## src/rtl/spi_baud_pkg.sv

```systemverilog
package spi_baud_pkg;

    localparam int unsigned PRE_W_DEF = 3;
    localparam int unsigned SEL_W_DEF = 3;

    // Half-period length in module-clock cycles for given field values
    function automatic int unsigned half_len(input int unsigned pre, input int unsigned sel);
        return (pre + 1) << sel;
    endfunction

endpackage

```

## src/rtl/spi_baud_decode.sv

```systemverilog
module spi_baud_decode #(
    parameter int unsigned PRE_W  = 3,
    parameter int unsigned SEL_W  = 3,
    parameter int unsigned HALF_W = PRE_W + (2 ** SEL_W)
) (
    input  logic [PRE_W-1:0]  pre_i,
    input  logic [SEL_W-1:0]  sel_i,
    output logic [HALF_W-1:0] half_o
);

    localparam int unsigned NSEL = 2 ** SEL_W;

    logic [HALF_W-1:0] lin_factor;
    logic [HALF_W-1:0] cand [NSEL];

    assign lin_factor = {{(HALF_W-PRE_W){1'b0}}, pre_i} + HALF_W'(1);

    // One shifted candidate per select value; the select field picks one
    for (genvar s = 0; s < NSEL; s++) begin : g_cand
        assign cand[s] = lin_factor << s;
    end

    assign half_o = cand[sel_i];

endmodule

```

## src/rtl/spi_baud_counter.sv

```systemverilog
module spi_baud_counter #(
    parameter int unsigned HALF_W = 11
) (
    input  logic              clk_i,
    input  logic              rst_ni,
    input  logic              en_i,
    input  logic [HALF_W-1:0] half_i,
    output logic              stb_o
);

    typedef struct packed {
        logic [HALF_W-1:0] half;
        logic [HALF_W-1:0] cnt;
        logic              stb;
    } cnt_state_t;

    cnt_state_t st_d, st_q;

    always_comb begin
        st_d     = st_q;
        st_d.stb = 1'b0;
        if (!en_i) begin
            // Idle: hold counter clear and track the requested rate
            st_d.cnt  = '0;
            st_d.half = half_i;
        end else if (st_q.cnt == st_q.half - HALF_W'(1)) begin
            st_d.cnt = '0;
            st_d.stb = 1'b1;
        end else begin
            st_d.cnt = st_q.cnt + HALF_W'(1);
        end
    end

    always_ff @(posedge clk_i or negedge rst_ni) begin
        if (!rst_ni) begin
            st_q.half <= HALF_W'(1);
            st_q.cnt  <= '0;
            st_q.stb  <= 1'b0;
        end else begin
            st_q <= st_d;
        end
    end

    assign stb_o = st_q.stb;

endmodule

```

## src/rtl/spi_baud_gen.sv

```systemverilog
module spi_baud_gen #(
    parameter int unsigned PRE_W = spi_baud_pkg::PRE_W_DEF,
    parameter int unsigned SEL_W = spi_baud_pkg::SEL_W_DEF
) (
    input  logic                   clk_i,
    input  logic                   rst_ni,
    input  logic [PRE_W+SEL_W-1:0] rate_i,
    input  logic                   master_i,
    input  logic                   xfer_active_i,
    output logic                   sck_tgl_o
);

    localparam int unsigned HALF_W = PRE_W + (2 ** SEL_W);

    logic              run_en;
    logic [HALF_W-1:0] half_len;

    assign run_en = master_i & xfer_active_i;

    spi_baud_decode #(
        .PRE_W  (PRE_W),
        .SEL_W  (SEL_W),
        .HALF_W (HALF_W)
    ) u_decode (
        .pre_i  (rate_i[PRE_W+SEL_W-1:SEL_W]),
        .sel_i  (rate_i[SEL_W-1:0]),
        .half_o (half_len)
    );

    spi_baud_counter #(
        .HALF_W (HALF_W)
    ) u_counter (
        .clk_i  (clk_i),
        .rst_ni (rst_ni),
        .en_i   (run_en),
        .half_i (half_len),
        .stb_o  (sck_tgl_o)
    );

endmodule

```

## config.mk

```make
export PLATFORM = sky130hd
export DESIGN_NAME = spi_baud_gen
export DESIGN_NICKNAME = d
export VERILOG_FILES = /design/src/rtl/spi_baud_pkg.sv /design/src/rtl/spi_baud_decode.sv /design/src/rtl/spi_baud_counter.sv /design/src/rtl/spi_baud_gen.sv
export SDC_FILE = /design/constraint.sdc
export NUM_CORES = 1
export LEC_CHECK = 0
export BUFFER_PORTS_ARGS = -buffer_cell sky130_fd_sc_hd__buf_2
export CORE_ASPECT_RATIO = 1.5
export CORE_MARGIN = 1.5
export CORE_UTILIZATION = 55
export CTS_CLUSTER_DIAMETER = 60
export DETAILED_ROUTE_END_ITERATION = 8
export PLACE_DENSITY = 0.81
export SYNTH_ARGS = -nofsm -noshare
export SYNTH_HDL_FRONTEND = slang
export SYNTH_SLANG_ARGS = --single-unit
```

## constraint.sdc

```tcl
create_clock -name clk_i -period 4.3 [get_ports clk_i]
set_input_delay 0.215 -clock clk_i [delete_from_list [all_inputs] [get_ports clk_i]]
set_output_delay 0.215 -clock clk_i [all_outputs]
set_load 0.005 [all_outputs]
```

==> summary.md, run 1 <==
| Metric | Value |
|---|---|
| Status | `complete, no violations` |
| Final Hold Viols | `0` |
| Synth cell count leaders | `dfrtp_1 (22), nor3_1 (16), xnor2_1 (16), nand2_1 (13), nor2_1 (13)` |
| Top-count cell post-synth | `dfrtp_1` |
| Syn_nets | `174` |
| CP Class | `reg2reg` |
| Largest net degree at the start of global routing | `24` |
| Core area | `roughly 2500 sq um` |
| Hold Path Class | `in2reg` |
| Critical path peak fanout | `11` |
| Worst slew margin | `0.561` |
| Max Slew Vio Count | `0` |
| Period utilization | `0.613` |
| Clk sinks | `23` |
| Initial Util | `0.581` |
| Final Power | `about 0.44 mW` |
| Die area | `around 3000 sq um` |
| Pwr/cell area | `approximately 290 nW/um^2` |
| Yosys cell types | `36` |
| Ant. Diodes | `0` |
| GRT Resource Usage Total | `0.245` |
| Post-synth EDFFs | `0` |
| Final RePlAce weighted congestion | `around 0.8` |
| Worst skew pair latency | `roughly 0.32 ns` |
| Setup repair bufs after CTS | `0` |
| WL per Instance | `between 15 and 20 um` |
| Die W | `roughly 45 um` |
| Period minus WS final | `between 2 and 3 ns` |
| GRT overflow | `0` |
| Ys flop type | `dfrtp_1` |
| Synth Area per Inst | `about 8.9 sq um` |
| Num CTS Buffers | `3` |
| RSZ-0062 raised after global routing | `false` |
| Async S/R FF share, synth | `1.00` |
| Cells after Synth | `161` |
| Startpoint types | `flop` |
| Clock buffer depth | `2` |
| Global-route wire length before repair | `between 5 and 6 mm` |
| Synth warn | `0` |
| Via count of the first global-routing pass | `1177` |
| Vias/cell | `6.15` |
| # DRC | `0` |
| I/O pin cnt | `11` |
| Critical Path AT | `roughly 2.8 ns` |
| Fill cell count | `225` |
| Top post-synthesis cells by area | `dfrtp_1 (38%), xnor2_1 (9.7%), nor3_1 (5.6%)` |
| CP endpoint kind | `flop` |
| Setup tns final | `0 ns` |
| Final #Nets | `roughly 180` |
| Die H | `approximately 66 um` |
| Mapped cell area | `1440 sq um` |
| Share of cells above drive strength 1 | `0.120` |
| Synthesized flop and latch total | `23` |
| Final ANT Viol Nets | `0` |
| Final Instance Count excl. Fillers | `approximately 190` |
| CTS tree | `yes` |
| Detail Placement HPWL | `between 2 and 2.5 mm` |
| Fmax | `379 MHz` |
| Rows | `22` |
| Inst Count DP | `186` |
| Area Overhead vs Synth | `5.13%` |
| Util after Layout | `0.611` |
| Clock root cell | `clkbuf_4` |
| Worst-Margin Slew | `around 0.66 ns` |
| Synth top area share | `0.382` |
| Worst VDD drop | `roughly 160 uV` |
| Initial antenna violation count | `0` |
| CP required | `4.49 ns` |
| Sequential share of the synthesized area | `0.401` |
| Routed WL | `roughly 3.0 mm` |
| CTS H-tree lvls | `1` |
| DRT Pass-1 Iters | `4` |
| Clock transition at path regs | `0.13 ns` |
| Clock Skew | `~0.0063 ns` |
| Buffers added on ports | `10` |
| Max Cap Viol | `0` |
| Flop2flop setup slack | `between 1.5 and 2 ns` |
| Leading area contributor after synthesis | `dfrtp_1` |
| Lkg Pwr | `between 0.6 and 0.7 nW` |
| Vias after detailed routing | `between 1000 and 1500` |
| Final setup fails | `0` |
| 1st-iter DRT viols | `37` |
==> critical path, cell delays in order, from the launching register on <==
cell,delay [ns]
dfrtp_1,0.47
or3_1,0.49
o21ai_0,0.32
a21oi_1,0.11
or4_4,0.49
nor3_2,0.51
nor3_1,0.12
==> final timing paths <==
kind | startpoint | cells after the start | end
setup / recovery | u_counter.st_q[14] | 6 | u_counter.st_q[11]
min in group asynchronous | rst_ni | 2 | u_counter.st_q[8]
hold reg to reg | u_counter.st_q[22] | 2 | u_counter.st_q[22]
hold / removal | rate_i[2] | 3 | u_counter.st_q[21]
max in group asynchronous | rst_ni | 2 | u_counter.st_q[12]
setup reg to reg | u_counter.st_q[14] | 6 | u_counter.st_q[11]
==> stage by stage <==
step	worst slack (ns)	hold WS (ns)	cell area, sq um
final	1.66	0.239	1510
after CTS	1.67	0.248	1510
after floorplan	2.09	-0.0806	1440
after detailed placement	1.73	0.207	1480
after global placement	1.78	0.198	1480
after global routing	1.41	0.265	1510
==> sequential cells by signal (all words and copies together) (netlist names) <==
signal,count
u_counter.st_q,22
u_counter.stb_o,1
==> layout by cell type, fill, tap and decap left out, types with 2 or more instances in the layout <==
| master | Yosys | final |
|---|---|---|
| a211oi_1 | 2 | 2 |
| a21oi_1 | 6 | 6 |
| a22o_1 | 3 | 3 |
| a31oi_1 | 2 | 2 |
| and2_1 | 2 | 2 |
| and3_1 | 2 | 2 |
| buf_2 | 1 | 10 |
| clkbuf_4 | 0 | 3 |
| dfrtp_1 | 22 | 22 |
| ha_1 | 3 | 3 |
| inv_1 | 3 | 3 |
| mux2i_1 | 3 | 3 |
| nand2_1 | 13 | 13 |
| nand3_1 | 9 | 9 |
| nand3b_1 | 2 | 2 |
| nor2_1 | 13 | 13 |
| nor3_1 | 16 | 16 |
| nor4_1 | 2 | 2 |
| o21ai_0 | 9 | 9 |
| or3_1 | 3 | 3 |
| xnor2_1 | 16 | 16 |
| xor2_1 | 8 | 8 |
==> where the power goes <==
group	switching (mW)	internal [mW]
logic	0.0521	0.0425
registers	0.0128	0.225
clock network	0.0672	0.0364
==> timing repair <==
action	in CTS	in global routing
gates resized for setup	0	0
hold buffers	1	0
hold endpoints to repair	22	0
setup endpoints to repair	0	0
==> cell type report <==
type,instances,area [sq um],share of cell area
repair buffers,11,60.1,0.0397
inverters,3,11.3,0.00744
well taps,24,30.0,0.0198
multi-input cells,126,810,0.535
flip-flops and latches,23,577,0.381
clock buffers,4,26.3,0.0174
==> kinds of logic (layout without fill, tap and decap cells) <==
| family | Yosys count | count (layout) | synth area share |
|---|---|---|---|
| flip-flops | 23 | 23 | 0.401 |
| AO/OA/AOI/OAI | 27 | 27 | 0.121 |
| adder cells (fa/ha/maj) | 3 | 3 | 0.0261 |
| AND/OR/NAND/NOR | 68 | 68 | 0.241 |
| XOR/XNOR | 24 | 24 | 0.146 |
| buffers and inverters | 12 | 18 | 0.0374 |
| multiplexers | 4 | 4 | 0.0287 |
==> per-layer routing <==
metal,part of all wire,wire (um),vias up,global-route usage
li1,-,-,586,-
met4,0.019,57,0,0.118
met1,0.39,1160,550,0.264
met5,0,0,-,0
met2,0.57,1710,31,0.457
met3,0.027,80,7,0.0192
No activity file was read; power rests on OpenSTA's default activity.
==> inputs of run 2 (changes only) <==
clock period = 2.6 ns   (was 4.3 ns; I/O delays follow)
==> run 2 against run 1 <==
Critical path depth up 1. Cell count up 0.52%. Sequential share of layout area down 0.19 points. Via count down 2.1%.
==> summary.md, run 2 (synthesized netlist as in run 1, its figures left out) <==
| Metric | Value |
|---|---|
| Final setup fails | `0 (unchanged)` |
| Buffers added on ports | `10 (unchanged)` |
| Vias/cell | `5.98 (-2.6%)` |
| CTS H-tree lvls | `1 (unchanged)` |
| Via count of the first global-routing pass | `1200 (+2.0%)` |
| 1st-iter DRT viols | `34 (-8.1%)` |
| Crit-path slowest cell | `or3_1` |
| Met2 usage | `0.469 (+0.0127)` |
| Delay-heaviest family, CP | `simple AND/OR/NAND/NOR gates` |
| Status | `complete, no violations` |
| Vias after detailed routing | `1149 (-2.1%)` |
| Pwr/cell area | `472 nW/um^2 (+64%)` |
| Max FFs per register | `22 (unchanged)` |
| Core area | `2480 sq um (unchanged)` |
| Die W | `44.8 um (unchanged)` |
| RSZ-0062 raised after global routing | `false` |
| GRT overflow | `0 (unchanged)` |
| # DRC | `0 (unchanged)` |
| Commonest non-fill, non-tap cell in the layout | `dfrtp_1` |
| Critical Path AT | `2.68 ns (-0.15 ns)` |
| Initial Util | `0.581 (unchanged)` |
| Die area | `2940 sq um (unchanged)` |
| CP required | `2.83 ns (-1.66 ns)` |
| Slowest stage delay, CP | `0.51 ns (about the same)` |
| Startpoint types | `flop` |
| Final hold slack | `0.147 ns (-0.0919 ns)` |
| Lkg Pwr | `0.636 nW (+0.87%)` |
| Num CTS Buffers | `3 (unchanged)` |
| I/O pin cnt | `11 (unchanged)` |
| Setup repair bufs after CTS | `0 (unchanged)` |
| Setup tns final | `0 ns (unchanged)` |
| Area Overhead vs Synth | `5.65%` |
| Post-CTS sizing | `0 (unchanged)` |
| Critical path peak fanout | `11 (unchanged)` |
| Die H | `65.7 um (unchanged)` |
| Final Hold Viols | `0 (unchanged)` |
| Clock Skew | `0.00187 ns (-0.00446 ns)` |
| DRT Pass-1 Iters | `4 (unchanged)` |
| Rows | `22 (unchanged)` |
| Global routing usage on met1 | `0.226 (-0.0379)` |
| Clk sinks | `23 (unchanged)` |
| Final RePlAce weighted congestion | `0.800 (-1.4%)` |
| CP Buf/Inv Count | `1 (+1)` |
| Clock transition at path regs | `0.12 ns (about the same)` |
| Clock root cell | `clkbuf_4` |
| Max Slew Vio Count | `0 (unchanged)` |
| Grt met3 use | `0.0247 (+0.00549)` |
| Busiest grt layer | `met2` |
| Period minus WS final | `2.45 ns (-0.185 ns)` |
| Largest net degree at the start of global routing | `24 (unchanged)` |
| Fmax | `408 MHz (+7.5%)` |
| GRT Resource Usage Total | `0.234 (-0.0109)` |
| Final ANT Viol Nets | `0 (unchanged)` |
| Detail Placement HPWL | `2.30 mm (+3.1%)` |
| Worst skew pair latency | `0.31 ns (about the same)` |
| CP Cell Sequence | `or3_1 -> or3_4 -> o311ai_0 -> a211o_2 -> nor3_2 -> buf_4 -> nor3_1` |
| Worst slew margin | `0.561 (+0.000921)` |
| WL per Instance | `15.2 um (-3.5%)` |
| Worst VDD drop | `373 uV (+140%)` |
| Period utilization | `0.943 (+0.330)` |
| Global-route wire length before repair | `5.09 mm (-3.0%)` |
| Max Cap Viol | `0 (unchanged)` |
| CP endpoint kind | `flop` |
| Ant. Diodes | `0 (unchanged)` |
| Routed WL | `2.92 mm (-3.0%)` |
| Worst-Margin Slew | `0.656 ns (-0.00138 ns)` |
| Clock buffer depth | `2 (unchanged)` |
| Final #Nets | `182 (+0.55%)` |
| Initial antenna violation count | `0 (unchanged)` |
| Most frequent cells in the layout | `dfrtp_1 (22), xnor2_1 (16), nor3_1 (16)` |
| CTS tree | `yes` |
| Hold Path Class | `in2reg` |
| Share of cells above drive strength 1 | `0.125 (+0.00524)` |
| CP Class | `reg2reg` |
| Largest Register | `u_counter.st_q` |
run 2: metrics by stage:
| step | setup slack, ns | utilization | total power, mW | std cells | area [sq um] |
|---|---|---|---|---|---|
| after floorplan | 0.394 | - | 0.514 | 161 | 1440 |
| after CTS | 0.153 | 0.614 | 0.719 | 192 | 1520 |
| final | 0.149 | 0.614 | 0.717 | 192 | 1520 |
| after global placement | 0.229 | 0.599 | 0.549 | 187 | 1490 |
| after global routing | 0.0114 | 0.614 | 0.752 | 192 | 1520 |
| after detailed placement | 0.176 | 0.599 | 0.555 | 187 | 1490 |
run 2: per-layer routing:
metal / wire length [um] / vias up
li1: - / 584
met1: 1110 / 536
met2: 1660 / 23
met3: 65 / 6
met4: 78 / 0
met5: 0 / -
run 2: path summary, 6_finish.rpt:
path	start	endpoint	slack, ns	cells past startpoint
worst min-delay path	rate_i[4]	u_counter.st_q[22]	0.15	3
worst max register to register	u_counter.st_q[14]	u_counter.st_q[5]	0.15	7
worst max-delay path	u_counter.st_q[14]	u_counter.st_q[5]	0.15	7
worst min register to register	u_counter.st_q[22]	u_counter.st_q[22]	0.55	2
min in group asynchronous	rst_ni	u_counter.st_q[6]	0.29	2
max in group asynchronous	rst_ni	u_counter.st_q[12]	1.96	2
run 2: layout make-up:
type,instances,area (sq um)
clock buffer,4,26.3
inverter,3,11.3
tap,24,30.0
fill,211,956
timing repair buffer,12,67.6
sequential,23,577
multi-input combinational,126,810
run 2: where the power goes:
| part | leakage, nW | internal [mW] | switching (mW) |
|---|---|---|---|
| registers | 0.309 | 0.372 | 0.0205 |
| logic | 0.312 | 0.0705 | 0.0874 |
| clock network | 0.0150 | 0.0601 | 0.107 |
run 2: what timing repair did:
action,in CTS,in global routing
hold buffers,1,0
endpoints found under the hold margin,22,0
endpoints found under the setup margin,0,0
run 2: tightest hold or removal path: stages:
cell	delay, ns
buf_2	0.11
nand4_1	0.10
o21ai_0	0.08
==> inputs of run 3 (changes only) <==
CORE_UTILIZATION = 53   (was 55)
HOLD_SLACK_MARGIN = 0.12   (was unset)
clock period = 2 ns   (was 2.6 ns; I/O delays follow)
==> run 3 against run 2 <==
Critical path type unchanged. Power is 50% higher. The flow now finishes with violations (setup timing). Combinational power up 83%. Highest routed layer unchanged. Worst setup slack worse by 0.37 ns. Largest power group unchanged. Global-route usage increased by 2.1 points.
==> summary.md, run 3 (synthesized netlist as in run 1, its figures left out) <==
| Metric | Value |
|---|---|
| GRT Resource Usage Total | `0.255 (+0.0213)` |
| CP Class | `reg2reg` |
| Worst-Margin Slew | `0.492 ns (-0.165 ns)` |
| Final Hold Viols | `0 (unchanged)` |
| WL per Instance | `14.5 um (-4.4%)` |
| Die H | `66.8 um (+1.8%)` |
| Pwr/cell area | `619 nW/um^2 (+31%)` |
| RSZ-0062 raised after global routing | `true` |
| # DRC | `0 (unchanged)` |
| Final RePlAce weighted congestion | `0.794 (-0.75%)` |
| Fmax | `450 MHz (+10%)` |
| Global routing usage on met1 | `0.257 (+0.0312)` |
| Vias after detailed routing | `1235 (+7.5%)` |
| Critical path peak fanout | `11 (unchanged)` |
| Reg-to-reg startpoint | `u_counter.st_q[13]` |
| Max Cap Viol | `0 (unchanged)` |
| Logic gate share of total power | `0.268 (+0.048)` |
| Clock root cell | `clkbuf_8` |
| Final #Nets | `196 (+7.7%)` |
| Share of power burned in registers | `0.461 (-0.086)` |
| Largest Register | `u_counter.st_q` |
| Clock transition at path regs | `0.08 ns (-0.04 ns)` |
| Clock Skew | `0.00583 ns (+0.00396 ns)` |
| Die area | `3050 sq um (+3.6%)` |
| Lkg Pwr | `0.730 nW (+15%)` |
| Worst VDD drop | `383 uV (+2.6%)` |
| I/O pin cnt | `11 (unchanged)` |
| 1st-iter DRT viols | `32 (-5.9%)` |
| Global-route wire length before repair | `5.62 mm (+10%)` |
| Met2 usage | `0.486 (+0.0167)` |
| Rows | `23 (+4.5%)` |
| Num CTS Buffers | `3 (unchanged)` |
| Startpoint types | `flop` |
| R2R depth | `7 (unchanged)` |
| Via count of the first global-routing pass | `1276 (+6.3%)` |
| Flop2flop setup slack | `-0.22 ns (-0.37 ns)` |
| Period utilization | `1.11 (+0.170)` |
| Commonest non-fill, non-tap cell in the layout | `dfrtp_1` |
| Die W | `45.6 um (+1.7%)` |
| Initial Util | `0.550 (-0.0314)` |
| DRT Pass-1 Iters | `4 (unchanged)` |
| Final Instance Count excl. Fillers | `219 (+14%)` |
| Worst slew margin | `0.672 (+0.111)` |
| Inst Count DP | `214 (+14%)` |
| Final setup fails | `12 (+12)` |
| CP required | `2.15 ns (-0.68 ns)` |
| Final ANT Viol Nets | `0 (unchanged)` |
| Clk sinks | `23 (unchanged)` |
| Core area | `2620 sq um (+5.7%)` |
| Clk pwr share | `0.271 (+0.038)` |
| Sw Ratio | `0.298 (-0.00140)` |
| Most frequent cells in the layout | `dfrtp_1 (22), xnor2_1 (16), buf_4 (14)` |
| Initial antenna violation count | `0 (unchanged)` |
| Critical Path AT | `2.38 ns (-0.30 ns)` |
| Internal | `0.757 mW (+51%)` |
| Busiest grt layer | `met2` |
| Buffers added on ports | `10 (unchanged)` |
| Setup tns final | `-2.46 ns (-2.46 ns)` |
| Pre-CTS setup slack | `-0.329 ns (-0.505 ns)` |
| Max FFs per register | `22 (unchanged)` |
| CTS tree | `yes` |
| CTS H-tree lvls | `1 (unchanged)` |
| Vias/cell | `5.64 (-5.8%)` |
| GRT overflow | `0 (unchanged)` |
| Final hold slack | `0.170 ns (+0.0234 ns)` |
| HP Start | `rate_i[2]` |
| Failing checks | `setup timing` |
| Routed WL | `3.18 mm (+9.0%)` |
| Util after Layout | `0.665 (+0.0509)` |
| CP endpoint kind | `flop` |
| Share of cells above drive strength 1 | `0.258 (+0.133)` |
| Largest net degree at the start of global routing | `24 (unchanged)` |
| Ant. Diodes | `0 (unchanged)` |
| P_sw | `0.321 mW (+50%)` |
| Area Overhead vs Synth | `20.9%` |
| Worst skew pair latency | `0.27 ns (-0.04 ns)` |
| Fill cell count | `210 (-0.47%)` |
| Hold EP | `u_counter.st_q[21]` |
| Hold Path Class | `in2reg` |
| Period minus WS final | `2.22 ns (-0.227 ns)` |
| Status | `finished, violations left` |
| Clock buffer depth | `2 (unchanged)` |
| Detail Placement HPWL | `2.54 mm (+10%)` |
| Max Slew Vio Count | `0 (unchanged)` |
| Setup WS post-layout | `-0.224 ns (-0.373 ns)` |
| Hold Path Stages | `3 (unchanged)` |
| RR Endpoint | `u_counter.st_q[4]` |
| Grt met3 use | `0.0271 (+0.00237)` |
[run 3: changes by cell type in the layout (fill, tap and decap cells not counted), moves of 2 or more]
| cell | previous run | this run |
|---|---|---|
| buf_4 | 1 | 14 |
| clkbuf_4 | 3 | 0 |
| clkbuf_8 | 0 | 3 |
| nor3_1 | 16 | 12 |
| nor3_2 | 1 | 3 |
| nor3_4 | 0 | 2 |
| or3_1 | 3 | 0 |
| or3_4 | 1 | 4 |
[run 3: final cells by class]
| cell class | instances | area, sq um | area share |
|---|---|---|---|
| Tap cell | 37 | 46.3 | 0.0266 |
| Timing Repair Buffer | 26 | 185 | 0.106 |
| Inverter | 3 | 11.3 | 0.00647 |
| Clock buffer | 3 | 41.3 | 0.0237 |
| Sequential cell | 23 | 577 | 0.331 |
| Clock inverter | 1 | 5.00 | 0.00287 |
| Multi-Input combinational cell | 126 | 876 | 0.503 |
[run 3: per-stage QoR]
| step | cell area (sq um) | power, mW |
|---|---|---|
| after floorplan | 1490 | 0.696 |
| after global placement | 1660 | 0.767 |
| after detailed placement | 1660 | 0.782 |
| after CTS | 1740 | 1.08 |
| after global routing | 1740 | 1.13 |
| final | 1740 | 1.08 |
[run 3: what timing repair did]
item                                    4_1_cts  5_1_grt
hold endpoints to repair                     22        0
setup buffers                                 0        0
pin swaps                                     4        1
endpoints found under the setup margin       12       12
resized for setup                             4        1
cloned                                        0        0
hold buffers                                  1        0
[run 3: per-layer routing]
layer  share of wire  up-vias  wire [um]
li1                -      611          -
met1            0.37      595       1180
met2            0.59       24       1870
met3           0.021        5         66
met4           0.019        0         61
met5               0        -          0
[run 3: how the worst max path moves through the flow]
stage,startpoint,to,slack [ns],cells past startpoint
floorplan,u_counter.st_q[15],u_counter.st_q[3],-0.15,8
global placement,u_counter.st_q[16],u_counter.st_q[3],-0.21,7
detailed placement,u_counter.st_q[16],u_counter.st_q[4],-0.33,7
CTS,u_counter.st_q[12],u_counter.st_q[4],-0.20,9
global route,u_counter.st_q[13],u_counter.st_q[4],-0.31,7
finish,u_counter.st_q[13],u_counter.st_q[4],-0.22,7
[run 3: critical path: stages, from the launching register on]
cell,delay (ns)
dfrtp_1,0.39
or3_4,0.43
nor3_2,0.21
xnor2_1,0.10
or4_4,0.54
nor3_4,0.23
buf_12,0.15
nor3_1,0.05
[run 3: power by group through the flow]
stage / clock network, mW / logic, mW / registers, mW
after floorplan: 0 / 0.184 / 0.512
after global placement: 0 / 0.263 / 0.504
after detailed placement: 0 / 0.277 / 0.506
after CTS: 0.298 / 0.289 / 0.497
after global routing: 0.317 / 0.318 / 0.499
final: 0.292 / 0.289 / 0.497
